===== src/rtl/i2cbr_pkg.sv =====
package i2cbr_pkg;

  typedef enum logic [2:0] {
    ST_IDLE,   // waiting for START
    ST_ADDR,   // shifting in address byte
    ST_AACK,   // driving ACK for address
    ST_RX,     // shifting in a pointer byte
    ST_RACK,   // driving ACK for a pointer byte
    ST_TX,     // shifting out a data byte
    ST_MACK,   // sampling the master acknowledge
    ST_WAIT    // ignoring bus until START/STOP
  } bus_st_t;

endpackage


===== src/rtl/i2cbr_line_sync.sv =====
module i2cbr_line_sync #(
  parameter int STAGES = 2
) (
  input  logic clk,
  input  logic rst,
  input  logic scl_i,
  input  logic sda_i,
  output logic scl_s,
  output logic sda_s,
  output logic scl_rise,
  output logic scl_fall,
  output logic start_det,
  output logic stop_det
);

  logic [STAGES-1:0] scl_pipe;
  logic [STAGES-1:0] sda_pipe;
  logic              scl_q;
  logic              sda_q;

  always_ff @(posedge clk) begin
    if (rst) begin
      scl_pipe <= '1;
      sda_pipe <= '1;
      scl_q    <= 1'b1;
      sda_q    <= 1'b1;
    end else begin
      scl_pipe <= {scl_pipe[STAGES-2:0], scl_i};
      sda_pipe <= {sda_pipe[STAGES-2:0], sda_i};
      scl_q    <= scl_pipe[STAGES-1];
      sda_q    <= sda_pipe[STAGES-1];
    end
  end

  assign scl_s     = scl_pipe[STAGES-1];
  assign sda_s     = sda_pipe[STAGES-1];
  assign scl_rise  = scl_s & ~scl_q;
  assign scl_fall  = ~scl_s & scl_q;
  // SDA moving while SCL stays high marks a bus condition
  assign start_det = scl_s & scl_q & sda_q & ~sda_s;
  assign stop_det  = scl_s & scl_q & ~sda_q & sda_s;

endmodule


===== src/rtl/i2cbr_ptr.sv =====
module i2cbr_ptr #(
  parameter int               PTR_W     = 16,
  parameter logic [PTR_W-1:0] WIN_FIRST = 16'hE880,
  parameter logic [PTR_W-1:0] WIN_LAST  = 16'hE89F
) (
  input  logic             clk,
  input  logic             rst,
  input  logic             load_hi,
  input  logic             load_lo,
  input  logic [7:0]       byte_in,
  input  logic             advance,
  output logic [PTR_W-1:0] ptr
);

  logic in_window;
  assign in_window = (ptr >= WIN_FIRST) && (ptr < WIN_LAST);

  always_ff @(posedge clk) begin
    if (rst) begin
      ptr <= '0;
    end else if (load_hi) begin
      ptr[PTR_W-1:8] <= byte_in[PTR_W-9:0];
    end else if (load_lo) begin
      ptr[7:0] <= byte_in;
    end else if (advance && in_window) begin
      ptr <= ptr + 1'b1;
    end
  end

endmodule


===== src/rtl/i2cbr_txsr.sv =====
module i2cbr_txsr #(
  parameter int DATA_W = 32
) (
  input  logic              clk,
  input  logic              rst,
  input  logic              load,
  input  logic [DATA_W-1:0] load_val,
  input  logic              shift,
  output logic              msb,
  output logic              next_msb
);

  logic [DATA_W-1:0] sr;

  always_ff @(posedge clk) begin
    if (rst) begin
      sr <= '0;
    end else if (load) begin
      sr <= load_val;
    end else if (shift) begin
      sr <= {sr[DATA_W-2:0], 1'b0};
    end
  end

  assign msb      = sr[DATA_W-1];
  assign next_msb = sr[DATA_W-2];

endmodule


===== src/rtl/i2c_burst_slave.sv =====
module i2c_burst_slave
  import i2cbr_pkg::*;
#(
  parameter logic [6:0]       DEV_ADDR    = 7'h38,
  parameter int               PTR_W       = 16,
  parameter int               DATA_W      = 32,
  parameter int               SYNC_STAGES = 2,
  parameter logic [PTR_W-1:0] WIN_FIRST   = 16'hE880,
  parameter logic [PTR_W-1:0] WIN_LAST    = 16'hE89F
) (
  input  logic              clk,
  input  logic              rst,
  input  logic              scl_i,
  input  logic              sda_i,
  output logic              sda_oe,
  output logic [PTR_W-1:0]  reg_addr,
  input  logic [DATA_W-1:0] reg_data
);

  localparam int            BYTES     = DATA_W / 8;
  localparam int            RB_W      = (BYTES > 1) ? $clog2(BYTES) : 1;
  localparam logic [RB_W-1:0] LAST_BYTE = RB_W'(BYTES - 1);

  logic scl_s, sda_s, scl_rise, scl_fall, start_det, stop_det;

  i2cbr_line_sync #(.STAGES(SYNC_STAGES)) sync_i (
    .clk      (clk),
    .rst      (rst),
    .scl_i    (scl_i),
    .sda_i    (sda_i),
    .scl_s    (scl_s),
    .sda_s    (sda_s),
    .scl_rise (scl_rise),
    .scl_fall (scl_fall),
    .start_det(start_det),
    .stop_det (stop_det)
  );

  bus_st_t        st;
  logic [3:0]     bitcnt;
  logic [7:0]     rx_sr;
  logic           rw;
  logic [1:0]     pbyte;
  logic [RB_W-1:0] reg_byte;
  logic           ack_r;

  logic evt_clear, last_byte;
  logic ptr_ld_hi, ptr_ld_lo, ptr_adv;
  logic tx_load, tx_shift, tx_msb, tx_next;

  assign evt_clear = start_det | stop_det;
  assign last_byte = (reg_byte == LAST_BYTE);

  assign ptr_ld_hi = !evt_clear && (st == ST_RX) && scl_fall &&
                     (bitcnt == 4'd8) && (pbyte == 2'd0);
  assign ptr_ld_lo = !evt_clear && (st == ST_RX) && scl_fall &&
                     (bitcnt == 4'd8) && (pbyte == 2'd1);
  // advance on the rising SCL of the acknowledge, giving the bank
  // the rest of that clock to present the next word
  assign ptr_adv   = !evt_clear && (st == ST_MACK) && scl_rise &&
                     !sda_s && last_byte;
  assign tx_load   = !evt_clear && scl_fall &&
                     (((st == ST_AACK) && rw) ||
                      ((st == ST_MACK) && ack_r && last_byte));
  assign tx_shift  = !evt_clear && scl_fall &&
                     (((st == ST_TX) && (bitcnt != 4'd8)) ||
                      ((st == ST_MACK) && ack_r && !last_byte));

  i2cbr_ptr #(
    .PTR_W    (PTR_W),
    .WIN_FIRST(WIN_FIRST),
    .WIN_LAST (WIN_LAST)
  ) ptr_i (
    .clk    (clk),
    .rst    (rst),
    .load_hi(ptr_ld_hi),
    .load_lo(ptr_ld_lo),
    .byte_in(rx_sr),
    .advance(ptr_adv),
    .ptr    (reg_addr)
  );

  i2cbr_txsr #(.DATA_W(DATA_W)) txsr_i (
    .clk     (clk),
    .rst     (rst),
    .load    (tx_load),
    .load_val(reg_data),
    .shift   (tx_shift),
    .msb     (tx_msb),
    .next_msb(tx_next)
  );

  always_ff @(posedge clk) begin
    if (rst) begin
      st       <= ST_IDLE;
      sda_oe   <= 1'b0;
      bitcnt   <= '0;
      rx_sr    <= '0;
      rw       <= 1'b0;
      pbyte    <= '0;
      reg_byte <= '0;
      ack_r    <= 1'b0;
    end else if (stop_det) begin
      st     <= ST_IDLE;
      sda_oe <= 1'b0;
    end else if (start_det) begin
      st     <= ST_ADDR;
      sda_oe <= 1'b0;
      bitcnt <= '0;
    end else begin
      case (st)
        ST_ADDR: begin
          if (scl_rise) begin
            rx_sr  <= {rx_sr[6:0], sda_s};
            bitcnt <= bitcnt + 4'd1;
          end else if (scl_fall && bitcnt == 4'd8) begin
            if (rx_sr[7:1] == DEV_ADDR) begin
              sda_oe <= 1'b1;
              rw     <= rx_sr[0];
              st     <= ST_AACK;
            end else begin
              st <= ST_WAIT;
            end
          end
        end
        ST_AACK: begin
          if (scl_fall) begin
            bitcnt <= '0;
            if (rw) begin
              sda_oe   <= ~reg_data[DATA_W-1];
              reg_byte <= '0;
              st       <= ST_TX;
            end else begin
              sda_oe <= 1'b0;
              pbyte  <= '0;
              st     <= ST_RX;
            end
          end
        end
        ST_RX: begin
          if (scl_rise) begin
            rx_sr  <= {rx_sr[6:0], sda_s};
            bitcnt <= bitcnt + 4'd1;
          end else if (scl_fall && bitcnt == 4'd8) begin
            if (pbyte < 2'd2) begin
              sda_oe <= 1'b1;
              pbyte  <= pbyte + 2'd1;
              st     <= ST_RACK;
            end else begin
              st <= ST_WAIT;
            end
          end
        end
        ST_RACK: begin
          if (scl_fall) begin
            sda_oe <= 1'b0;
            bitcnt <= '0;
            st     <= ST_RX;
          end
        end
        ST_TX: begin
          if (scl_rise) begin
            bitcnt <= bitcnt + 4'd1;
          end else if (scl_fall) begin
            if (bitcnt == 4'd8) begin
              sda_oe <= 1'b0;
              st     <= ST_MACK;
            end else begin
              sda_oe <= ~tx_next;
            end
          end
        end
        ST_MACK: begin
          if (scl_rise) begin
            ack_r <= ~sda_s;
          end else if (scl_fall) begin
            if (ack_r) begin
              bitcnt <= '0;
              st     <= ST_TX;
              if (last_byte) begin
                sda_oe   <= ~reg_data[DATA_W-1];
                reg_byte <= '0;
              end else begin
                sda_oe   <= ~tx_next;
                reg_byte <= reg_byte + 1'b1;
              end
            end else begin
              sda_oe <= 1'b0;
              st     <= ST_WAIT;
            end
          end
        end
        default: ;
      endcase
    end
  end

  // tx_msb mirrors the bit currently on the bus; kept for visibility
  logic unused_ok;
  assign unused_ok = tx_msb;

endmodule


===== config.mk =====
export PLATFORM = sky130hd
export DESIGN_NAME = i2c_burst_slave
export DESIGN_NICKNAME = d
export VERILOG_FILES = /design/src/rtl/i2cbr_pkg.sv /design/src/rtl/i2cbr_line_sync.sv /design/src/rtl/i2cbr_ptr.sv /design/src/rtl/i2cbr_txsr.sv /design/src/rtl/i2c_burst_slave.sv
export SDC_FILE = /design/constraint.sdc
export NUM_CORES = 1
export LEC_CHECK = 0
export BUFFER_PORTS_ARGS = -buffer_cell sky130_fd_sc_hd__buf_4
export CORE_MARGIN = 10
export CORE_UTILIZATION = 45
export DETAILED_ROUTE_END_ITERATION = 8
export GPL_ROUTABILITY_DRIVEN = 0
export GPL_TIMING_DRIVEN = 0
export PLACE_DENSITY = 0.65
export REMOVE_ABC_BUFFERS = 1
export SLEW_MARGIN = 5
export SYNTH_ARGS = -nofsm -noshare
export SYNTH_HDL_FRONTEND = slang
export SYNTH_SLANG_ARGS = --single-unit

===== constraint.sdc =====
create_clock -name clk -period 2.03 [get_ports clk]
set_input_delay 0 -clock clk [delete_from_list [all_inputs] [get_ports clk]]
set_output_delay 0 -clock clk [all_outputs]
set_load 0.1 [all_outputs]

# [Word-level counts from Yosys, hierarchy flattened]
# Index checks and enable logic that the tools add are counted.
[word_totals] ff_bits=75 output_inout_bits=17 wordCells=193 input_bits=36
[op_classes] eq_ne=42 reduce_logical=50 n_addsub=4 order_cmp=3 n_bitwise=18 n_mux=60
[op_table] cell="$mux W31" n=2
[op_table] cell="$mux W3" n=13
[op_table] cell="$ne A3 B3 Y1 const B" n=11
[op_table] cell="$ne A2 B2 Y1 const B" n=14
[op_table] cell="$mux W2" n=13
[op_table] cell="$mux W4" n=6
[op_table] cell="$mux W8" n=3
[op_table] cell="$reduce_and A12 Y1" n=2
[op_table] cell="$logic_and A1 B1 Y1" n=20
[op_table] cell="$pmux W3 S6" n=1
[op_table] cell="$mux W1" n=17
[op_table] cell="$add A16 B1 Y16 const B" n=1
[op_table] cell="$ge A16 B16 Y1 const B" n=1
[op_table] cell="$lt A16 B16 Y1 const B" n=1
[op_table] cell="$mux W16" n=1
[op_table] cell="$reduce_and A8 Y1" n=2
[op_table] cell="$reduce_and A13 Y1" n=1
[op_table] cell="$pmux W4 S3" n=1
[op_table] cell="$not A1 Y1" n=10
[op_table] cell="$reduce_bool A2 Y1" n=5
[op_table] cell="$eq A3 B3 Y1 const B" n=3
[op_table] cell="$pmux W2 S2" n=2
[op_table] cell="$reduce_and A4 Y1" n=2
[op_table] cell="$and A1 B1 Y1" n=7
[op_table] cell="26 further kinds" n=38

# [Longest topological paths before layout]
# Gate-level depths: netlist of run 1.
[logic_depth] word_depth=13 ltp_mapped=9 depth_no_buf=7

# [Cells and area by module]
# A second synthesis of run 1 with hierarchy kept.
[hier_totals] hier_cells=423 area_unflattened_um2=4195.3
[modules_own_cells] module="i2cbr_txsr" seq_area_each_um2=640.6 area_each_um2=1661.6 cells_per_inst=142 n_inst=1
[modules_own_cells] module="i2c_burst_slave" seq_area_each_um2=440.4 area_each_um2=1510.2 cells_per_inst=175 n_inst=1
[modules_own_cells] module="i2cbr_ptr" seq_area_each_um2=320.3 area_each_um2=833.3 cells_per_inst=90 n_inst=1
[modules_own_cells] module="i2cbr_line_sync" seq_area_each_um2=120.1 area_each_um2=190.2 cells_per_inst=16 n_inst=1

# [Worst setup path after synthesis of run 1]
# Ideal clock, no wire load.
[synth_timing] kind="flip-flop to flip-flop" start="register ptr_i.ptr[15]" end="register ptr_i.ptr[2]" path_slack_ns=-0.322 path_stages_with_launch=6 path_buffers=0 t_arrival_ns=2.278 period_less_slack_ns=2.352 t_required_ns=1.956 setup_time_ns=0.074 path_cell_list="dfxtp_1 -> or4b_1 -> nor3_1 -> nand4_1 -> a211o_1 -> o21ai_0"
[synth_between] elab_chain_len=5 word_cells_on_any_way=6 cone_classes="order compare: 2; reduce/logical: 4"
[synth_lines] element="from (decl)" line="i2cbr_ptr.sv:12" text="output logic [PTR_W-1:0] ptr"
[synth_lines] element="from (signal, indexed assignment)" line="i2cbr_ptr.sv:22" text="ptr[PTR_W-1:8] <= byte_in[PTR_W-9:0];"
[synth_lines] element="from (signal assigned)" line="i2cbr_ptr.sv:26" text="ptr <= ptr + 1'b1;"
[synth_lines] element="$ge A16 B16 Y1 / $lt A16 B16 Y1 (equally long branches)" line="i2cbr_ptr.sv:16" text="assign in_window = (ptr >= WIN_FIRST) && (ptr < WIN_LAST);"
[synth_lines] element="$logic_and A1 B1 Y1 (*)" line="i2cbr_ptr.sv:16"
[synth_lines] element="$logic_and A1 B1 Y1 (*)" line="i2cbr_ptr.sv:25" text="end else if (advance && in_window) begin"
[synth_lines] element="$reduce_bool A2 Y1 (no line) (*)"
[synth_lines] element="$reduce_and A2 Y1 (no line) (*)"
# Mark *: on every way between the ends. The rest lies on a longest branch, timed or not.
# A chain may end at the register's enable or synchronous reset.

# [Worst setup path after layout of run 1]
[layout_timing] start="register sync_i.sda_pipe[1]" end="register bitcnt[0]"
[layout_between] elab_chain_len=4 word_cells_on_any_way=12 cone_classes="eq/ne: 5; mux: 1; bitwise: 4; reduce/logical: 2"
[layout_lines] element="from (decl)" line="i2cbr_line_sync.sv:17" text="logic [STAGES-1:0] sda_pipe;"
[layout_lines] element="from (signal assigned)" line="i2cbr_line_sync.sv:29" text="sda_pipe <= {sda_pipe[STAGES-2:0], sda_i};"
[layout_lines] element="$not A1 Y1" line="i2cbr_line_sync.sv:40" text="assign start_det = scl_s & scl_q & sda_q & ~sda_s;"
[layout_lines] element="$and A1 B1 Y1" line="i2cbr_line_sync.sv:40"
[layout_lines] element="$ne A3 B3 Y1 (no line), or another cell as far along"
[layout_lines] element="$reduce_and A7 Y1 (no line)"
[layout_lines] element="to (signal assigned)" line="i2c_burst_slave.sv:115" text="bitcnt <= bitcnt + 4'd1;"
[layout_lines] element="to (signal assigned)" line="i2c_burst_slave.sv:143" text="bitcnt <= bitcnt + 4'd1;"
[layout_lines] element="to (signal assigned)" line="i2c_burst_slave.sv:163" text="bitcnt <= bitcnt + 4'd1;"
[layout_lines] element="to (decl)" line="i2c_burst_slave.sv:40" text="logic [3:0] bitcnt;"
# Several ways; a longest one is shown, not always the timed one.

==> results.py, run 1 <==
metrics = {
    "yosys": {
        "yosys.area_share.simple_pct": 22.54,
        "synthMuxAreaShare_pct": 9.405,
        "synthAdderAreaFrac_pct": 2.351,
        "synthesis.area_mm2": 0.003725,
        "synth_edf_count": 0,
        "synthDistinctLibCells": 53,
        "syn_avg_cell_area_um2": 8.543,
        "synth-xor-area-share_pct": 0.2351,
        "ys_seq_elements": 75,
        "synth_warnings": 0,
        "synth_top_family_by_area": "simple AND/OR/NAND/NOR gates",
        "netlist_instances": 436,
        "synthArstFlopShare_pct": 0,
        "synth_compound_area_share_pct": 20.09,
        "ys_seq_area_share_pct": 40.31,
        "ys.flop_type": "dfxtp_1",
    },
    "timing": {
        "post-route-period-util_pct": 96.43,
        "setup_viol_count_final": 0,
        "maxSlewHeadroom_pct": 53.50,
        "drv_slew": 0,
        "setup-tns-final_ns": 0,
        "fin_ws_ns": 0.07252,
        "rsz0062_at_grt": "yes",
        "hold_viol": 0,
        "min_period_ns": 1.957,
        "tightest_slew_ns": 0.6976,
        "clock_skew_ns": 0.004892,
        "clock.fmax_mhz": 510.9,
    },
    "cts": {
        "clk_latency_ns": 0.35,
        "cts.sink_count": 75,
        "cts_tree": "built",
        "cts_max_level": 3,
        "clk_path_buf_depth": 2,
        "ctsRootBufferMaster": "clkbuf_8",
        "clk_pin_slew_ns": 0.08,
        "cts_made_buffers": 9,
    },
    "final_layout": {
        "num_antenna_cells": 0,
        "final_cells": 598,
        "final_common_cell": "dfxtp_1",
        "final_nets": 531,
        "fillerInstances": 754,
        "drive_above_1_share_pct": 22.11,
        "areaGrowthSynthToFinish_pct": 22.88,
        "layout_common_cells": "69 x dfxtp_1, 63 x buf_4, 51 x nand2_1",
    },
    "global_routing": {
        "grt_pass1_vias": 3211,
        "grt_max_degree": 69,
        "grt-ovfl-total": 0,
        "track_usage_pct": 14.35,
        "antenna_found_initial": 0,
        "grt_pass1_wl_um": 15240,
    },
    "power_and_ir_drop": {
        "p_leak_nw": 1.920,
        "ir_drop_uv": 386.0,
        "powerDensity_mw_per_mm2": 612.2,
    },
    "placed_design": {
        "dp_hpwl_um": 6254,
        "io_buffers": 52,
        "place_ws_ns": -0.5089,
        "dpl.cell_count": 565,
    },
    "route": {
        "first_pass_iters": 4,
        "drc": 0,
        "routedWlPerCell_um": 15.60,
        "num_vias": 3350,
        "postRouteAntennaNets": 0,
        "routed_wl_um": 9330,
        "via_per_inst": 5.602,
        "drt_iter0_drc": 137,
    },
    "floorplan": {
        "die_w_um": 111.0,
        "start_util_pct": 45.79,
        "pin_count": 53,
        "die_h_um": 111.0,
        "fp.coreArea_mm2": 0.008134,
        "die_area_mm2": 0.01232,
        "rows": 33,
    },
    "worst_setup_path": {
        "critPathArrivalTime_ns": 2.24,
        "r2r_slack_ns": 0.07,
        "worst-setup-path-type": "flip-flop to flip-flop",
        "cp-start-kind": "flip-flop",
        "crit_fanout": 8,
        "end_kind": "flip-flop",
        "regToRegStartpoint": "sync_i.sda_pipe[1]",
        "reg2regPathDepth": 5,
        "r2r-end": "bitcnt[0]",
        "required_ns": 2.31,
    },
    "run": {
        "maxCapViolCount": 0,
    },
    "run_status": {
        "status": "completed",
    },
    "worst_hold_path": {
        "whs_endpoint": "txsr_i.sr[27]",
        "min_path_type": "primary input to flip-flop",
        "min_delay_path_depth": 4,
        "hp-start": "reg_data[27]",
    },
}
==> worst max-delay path: stages, from the launching register on <==
cell and delay, ns:
dfxtp_4 0.37, nand4b_1 0.19, and3_4 0.20, a2111o_1 0.50, or4_1 0.50, a21oi_1 0.12
==> per-stage QoR <==
step           cell area [um2]  power, mW  hold WS [ns]  utilization, %
2_1_floorplan             3585      1.551       0.06907               -
3_3_place_gp              4106      1.635        0.1864           50.48
3_5_place_dp              4165      1.636        0.1893           51.21
4_1_cts                   4496      2.822      0.004100           55.27
5_1_grt                   4577      2.892       0.03403           56.27
6_report                  4577      2.802      0.003439           56.27
==> flip-flops by register name (all words and copies together), names as in the netlist <==
| name | cells |
|---|---|
| sync_i.sda_pipe | 2 |
| rw | 1 |
| rx_sr | 8 |
| sync_i.scl_q | 1 |
| ptr_i.ptr | 16 |
| sync_i.sda_q | 1 |
| pbyte | 2 |
| ack_r | 1 |
| st | 3 |
| sync_i.scl_pipe | 2 |
| sda_oe | 1 |
| txsr_i.sr | 31 |
| bitcnt | 4 |
| reg_byte | 2 |
==> worst max path at each step <==
stage                          to                from
floorplan            txsr_i.sr[0]               st[0]
global placement    txsr_i.sr[23]               st[2]
detailed placement   ptr_i.ptr[2]               st[2]
CTS                         st[0]           bitcnt[0]
global route            bitcnt[0]  sync_i.sda_pipe[1]
finish                  bitcnt[0]  sync_i.sda_pipe[1]
==> layer usage <==
| layer | vias to the layer above | track usage, % | wire length [um] |
|---|---|---|---|
| li1 | 1676 | - | - |
| met1 | 1581 | 17.17 | 4158 |
| met2 | 77 | 22.56 | 4373 |
| met3 | 16 | 5.032 | 612 |
| met4 | 0 | 6.424 | 185 |
| met5 | - | 0 | 0 |
==> cell type report <==
| class | count | area, um2 | area share, % |
|---|---|---|---|
| clock buffers | 11 | 141.4 | 3.089 |
| inverters | 13 | 48.80 | 1.066 |
| repair buffers | 71 | 568.0 | 12.41 |
| flip-flops and latches | 75 | 1521 | 33.24 |
| well taps | 105 | 131.4 | 2.870 |
| multi-input cells | 318 | 2106 | 46.01 |
| clock inverters | 5 | 60.06 | 1.312 |
==> cell usage after synthesis (all sizes together) (3+ instances only) <==
| cell type | instances | area, um2 |
|---|---|---|
| nand2b | 4 | 25.02 |
| nand3 | 10 | 50.05 |
| nor2b | 4 | 25.02 |
| a31oi | 3 | 18.77 |
| nand2 | 52 | 197.7 |
| clkbuf | 18 | 67.56 |
| nand4 | 4 | 25.02 |
| or2 | 8 | 50.05 |
| and4b | 4 | 40.04 |
| o211ai | 3 | 22.52 |
| nand3b | 3 | 22.52 |
| nor3 | 11 | 55.05 |
| o21ai | 13 | 65.06 |
| inv | 13 | 48.80 |
| or4 | 3 | 22.52 |
| a21oi | 35 | 175.2 |
| nor2 | 40 | 150.1 |
| buf | 12 | 72.57 |
| dfxtp | 75 | 1501 |
| and3 | 4 | 25.02 |
| mux2i | 35 | 350.3 |
| nor4 | 4 | 25.02 |
| o22a | 31 | 271.5 |
| and2 | 4 | 25.02 |
| ha | 7 | 87.58 |
| o311ai | 3 | 26.28 |
| o22ai | 3 | 18.77 |
==> what timing repair did <==
action / CTS / global route
buffers inserted: 4 / 7
pin swaps: 5 / 3
gates resized for setup: 16 / 9
hold endpoints to repair: 6 / 0
hold buffers: 6 / 0
endpoints found under the setup margin: 44 / 19
==> cells by family after synthesis <==
kind of cell / Yosys count
DFF: 75
buffers and inverters: 43
and+or+nand+nor: 167
adders and majority gates: 7
muxes: 35
AOI/OAI and AO/OA: 108
xor gates and xnor gates: 1
==> where the power goes <==
group,internal (mW),leakage [nW],total [mW],switching [mW]
sequential,1.47,0.607,1.48,0.0126
clock,0.606,0.0999,1.19,0.584
combinational,0.0690,1.21,0.128,0.0591
total,2.15,1.92,2.80,0.655
Power figures use the tool's default switching activity.
==> inputs of run 2 (changes only) <==
--- a/config.mk
+++ b/config.mk
@@ -12,7 +12,6 @@
 export GPL_ROUTABILITY_DRIVEN = 0
 export GPL_TIMING_DRIVEN = 0
 export PLACE_DENSITY = 0.65
-export REMOVE_ABC_BUFFERS = 1
 export SLEW_MARGIN = 5
 export SYNTH_ARGS = -nofsm -noshare
 export SYNTH_HDL_FRONTEND = slang
==> run 2 against run 1 <==
Net effect:
- cell count increased by 3.0%
- combinational power grew 20%
- die area unchanged
- maximum frequency shrank 0.94%
- non-clock buffer count increased by 18
==> results.py, run 2 (same netlist as run 1, synthesis figures left out) <==
metrics = {
    "worst_setup_path": {
        "path_delay_family": "simple AND/OR/NAND/NOR gates",
        "crit_fanout": 5,
        "worst-setup-path-type": "flip-flop to flip-flop",
        "cp-start-kind": "flip-flop",
        "critPathBufInv": 1,
        "crit_slowest_cell": "or4b_1",
        "end_kind": "flip-flop",
        "max_stage_delay_ns": 0.50,
        "critPathArrivalTime_ns": 2.23,
        "crit_path_cell_trace": "or4b_1 -> nor3_1 -> nand4_1 -> buf_4 -> o22a_1 -> o221a_2",
        "required_ns": 2.28,
    },
    "power_and_ir_drop": {
        "ir_drop_uv": 385.2,
        "pwr-share-seq_pct": 51.6,
        "clkPwrFrac_pct": 43.0,
        "share_comb_of_total_power_pct": 5.4,
        "intPower_mw": 2.190,
        "powerDensity_mw_per_mm2": 619.5,
        "p_leak_nw": 1.971,
        "total_power_mw": 2.863,
        "p_sw_share_pct": 23.51,
        "p_sw_mw": 0.6731,
    },
    "route": {
        "via_per_inst": 5.680,
        "postRouteAntennaNets": 0,
        "drc": 0,
        "routedWlPerCell_um": 15.79,
        "drt_iter0_drc": 245,
        "wl_met3_um": 593,
        "routed_wl_um": 9726,
        "top_layer": "met4",
        "met1_length_um": 4471,
        "dr_wl_met2_um": 4583,
        "first_pass_iters": 5,
        "num_vias": 3499,
    },
    "run": {
        "maxCapViolCount": 0,
    },
    "placed_design": {
        "io_buffers": 52,
        "dp_hpwl_um": 7099,
    },
    "global_routing": {
        "grt-ovfl-total": 0,
        "grt_pass1_vias": 3372,
        "antenna_found_initial": 0,
        "grt_pass1_wl_um": 16260,
        "track_usage_pct": 15.31,
        "grt_max_degree": 14,
    },
    "floorplan": {
        "start_util_pct": 45.79,
        "pin_count": 53,
        "die_w_um": 111.0,
        "die_h_um": 111.0,
        "fp.coreArea_mm2": 0.008134,
        "die_area_mm2": 0.01232,
        "rows": 33,
    },
    "cts": {
        "clk_latency_ns": 0.35,
        "cts_made_buffers": 9,
        "ctsRootBufferMaster": "clkbuf_8",
        "clk_path_buf_depth": 2,
        "cts_max_level": 3,
        "cts_tree": "built",
        "cts.sink_count": 75,
        "clk_pin_slew_ns": 0.09,
    },
    "final_layout": {
        "reg_top3": "txsr_i.sr (31), ptr_i.ptr (16), rx_sr (8)",
        "final_nets": 549,
        "areaGrowthSynthToFinish_pct": 24.08,
        "drive_above_1_share_pct": 23.29,
        "final_common_cell": "dfxtp_1",
        "num_antenna_cells": 0,
        "finalCoreUtilization_pct": 56.82,
        "layout_common_cells": "64 x dfxtp_1, 62 x buf_4, 51 x nand2_1",
        "largest-register": "txsr_i.sr",
        "largest_register_ffs": 31,
    },
    "timing": {
        "hold_viol": 0,
        "post-route-period-util_pct": 97.34,
        "clock.fmax_mhz": 506.1,
        "tightest_slew_ns": 0.5578,
        "maxSlewHeadroom_pct": 62.53,
        "min_period_ns": 1.976,
        "clock_skew_ns": 0.01705,
        "rsz0062_at_grt": "yes",
        "setup_viol_count_final": 0,
        "drv_slew": 0,
    },
    "run_status": {
        "status": "completed",
    },
    "worst_hold_path": {
        "min_path_type": "primary input to flip-flop",
    },
    "yosys": {
        "synth_nets": 479,
    },
}
==> run 2: cell types whose count changed in the layout (fill, tap and decap cells not counted), moves of 2 or more <==
cell,change
buf_6,+2
clkbuf_1,+10
clkbuf_2,+6
clkbuf_4,+2
dfxtp_1,-5
dfxtp_2,+9
dfxtp_4,-4
==> run 2: per-layer routing <==
| layer | track usage, % | vias to the layer above |
|---|---|---|
| li1 | - | 1720 |
| met4 | 4.427 | 0 |
| met2 | 24.69 | 101 |
| met5 | 0 | - |
| met1 | 19.72 | 1669 |
| met3 | 3.680 | 9 |
==> run 2: final timing paths <==
path	start	endpoint	slack, ns	depth (start not counted)
max	ptr_i.ptr[6]	ptr_i.ptr[1]	0.05	6
min	reg_data[10]	txsr_i.sr[10]	0.02	4
max reg2reg	ptr_i.ptr[6]	ptr_i.ptr[1]	0.05	6
min reg2reg	sync_i.scl_pipe[0]	sync_i.scl_pipe[1]	0.41	1
==> run 2: final cells by class <==
class / instances / area, um2
well taps: 105 / 131.4
flip-flops and latches: 75 / 1518
repair buffers: 60 / 462.9
clock buffers: 11 / 151.4
inverters: 13 / 48.80
multi-input cells: 318 / 2085
fillers: 751 / 3512
plain buffers: 29 / 166.4
clock inverters: 5 / 58.81
==> run 2: per-stage QoR <==
stage | setup WS [ns] | cell area [um2] | instances | setup TNS [ns] | hold WS [ns]
global route | -0.03505 | 4622 | 616 | -0.05240 | 0.007792
detailed placement | -0.1569 | 4260 | 593 | -3.441 | 0.1908
CTS | 0.004300 | 4542 | 614 | 0 | 0.001720
global placement | -0.1950 | 4260 | 593 | -2.991 | 0.1940
finish | 0.05402 | 4622 | 616 | 0 | 0.01717
floorplan | 0.01462 | 3739 | 436 | 0 | 0.1038
==> run 2: worst reg2reg max path: cells and delay by family (launching register included) <==
| kind | cells | cell delay [ns] |
|---|---|---|
| flip-flops | 1 | 0.35 |
| buffers and inverters | 1 | 0.23 |
| AND/OR/NAND/NOR | 3 | 0.89 |
| AO/OA/AOI/OAI | 2 | 0.41 |
==> run 2: power by group through the flow <==
stage	logic [mW]	registers (mW)	clock network (mW)
4_1_cts	0.146	1.48	1.26
2_1_floorplan	0.0594	1.51	0
6_report	0.154	1.48	1.23
5_1_grt	0.166	1.48	1.32
3_5_place_dp	0.136	1.51	0
3_3_place_gp	0.137	1.51	0
==> run 2: repair_timing <==
action                                  CTS  global route
endpoints found under the hold margin     8             0
endpoints found under the setup margin   36            46
setup buffers                             0             3
pin swaps                                 0             3
hold buffers                              5             0
resized for setup                         6            28
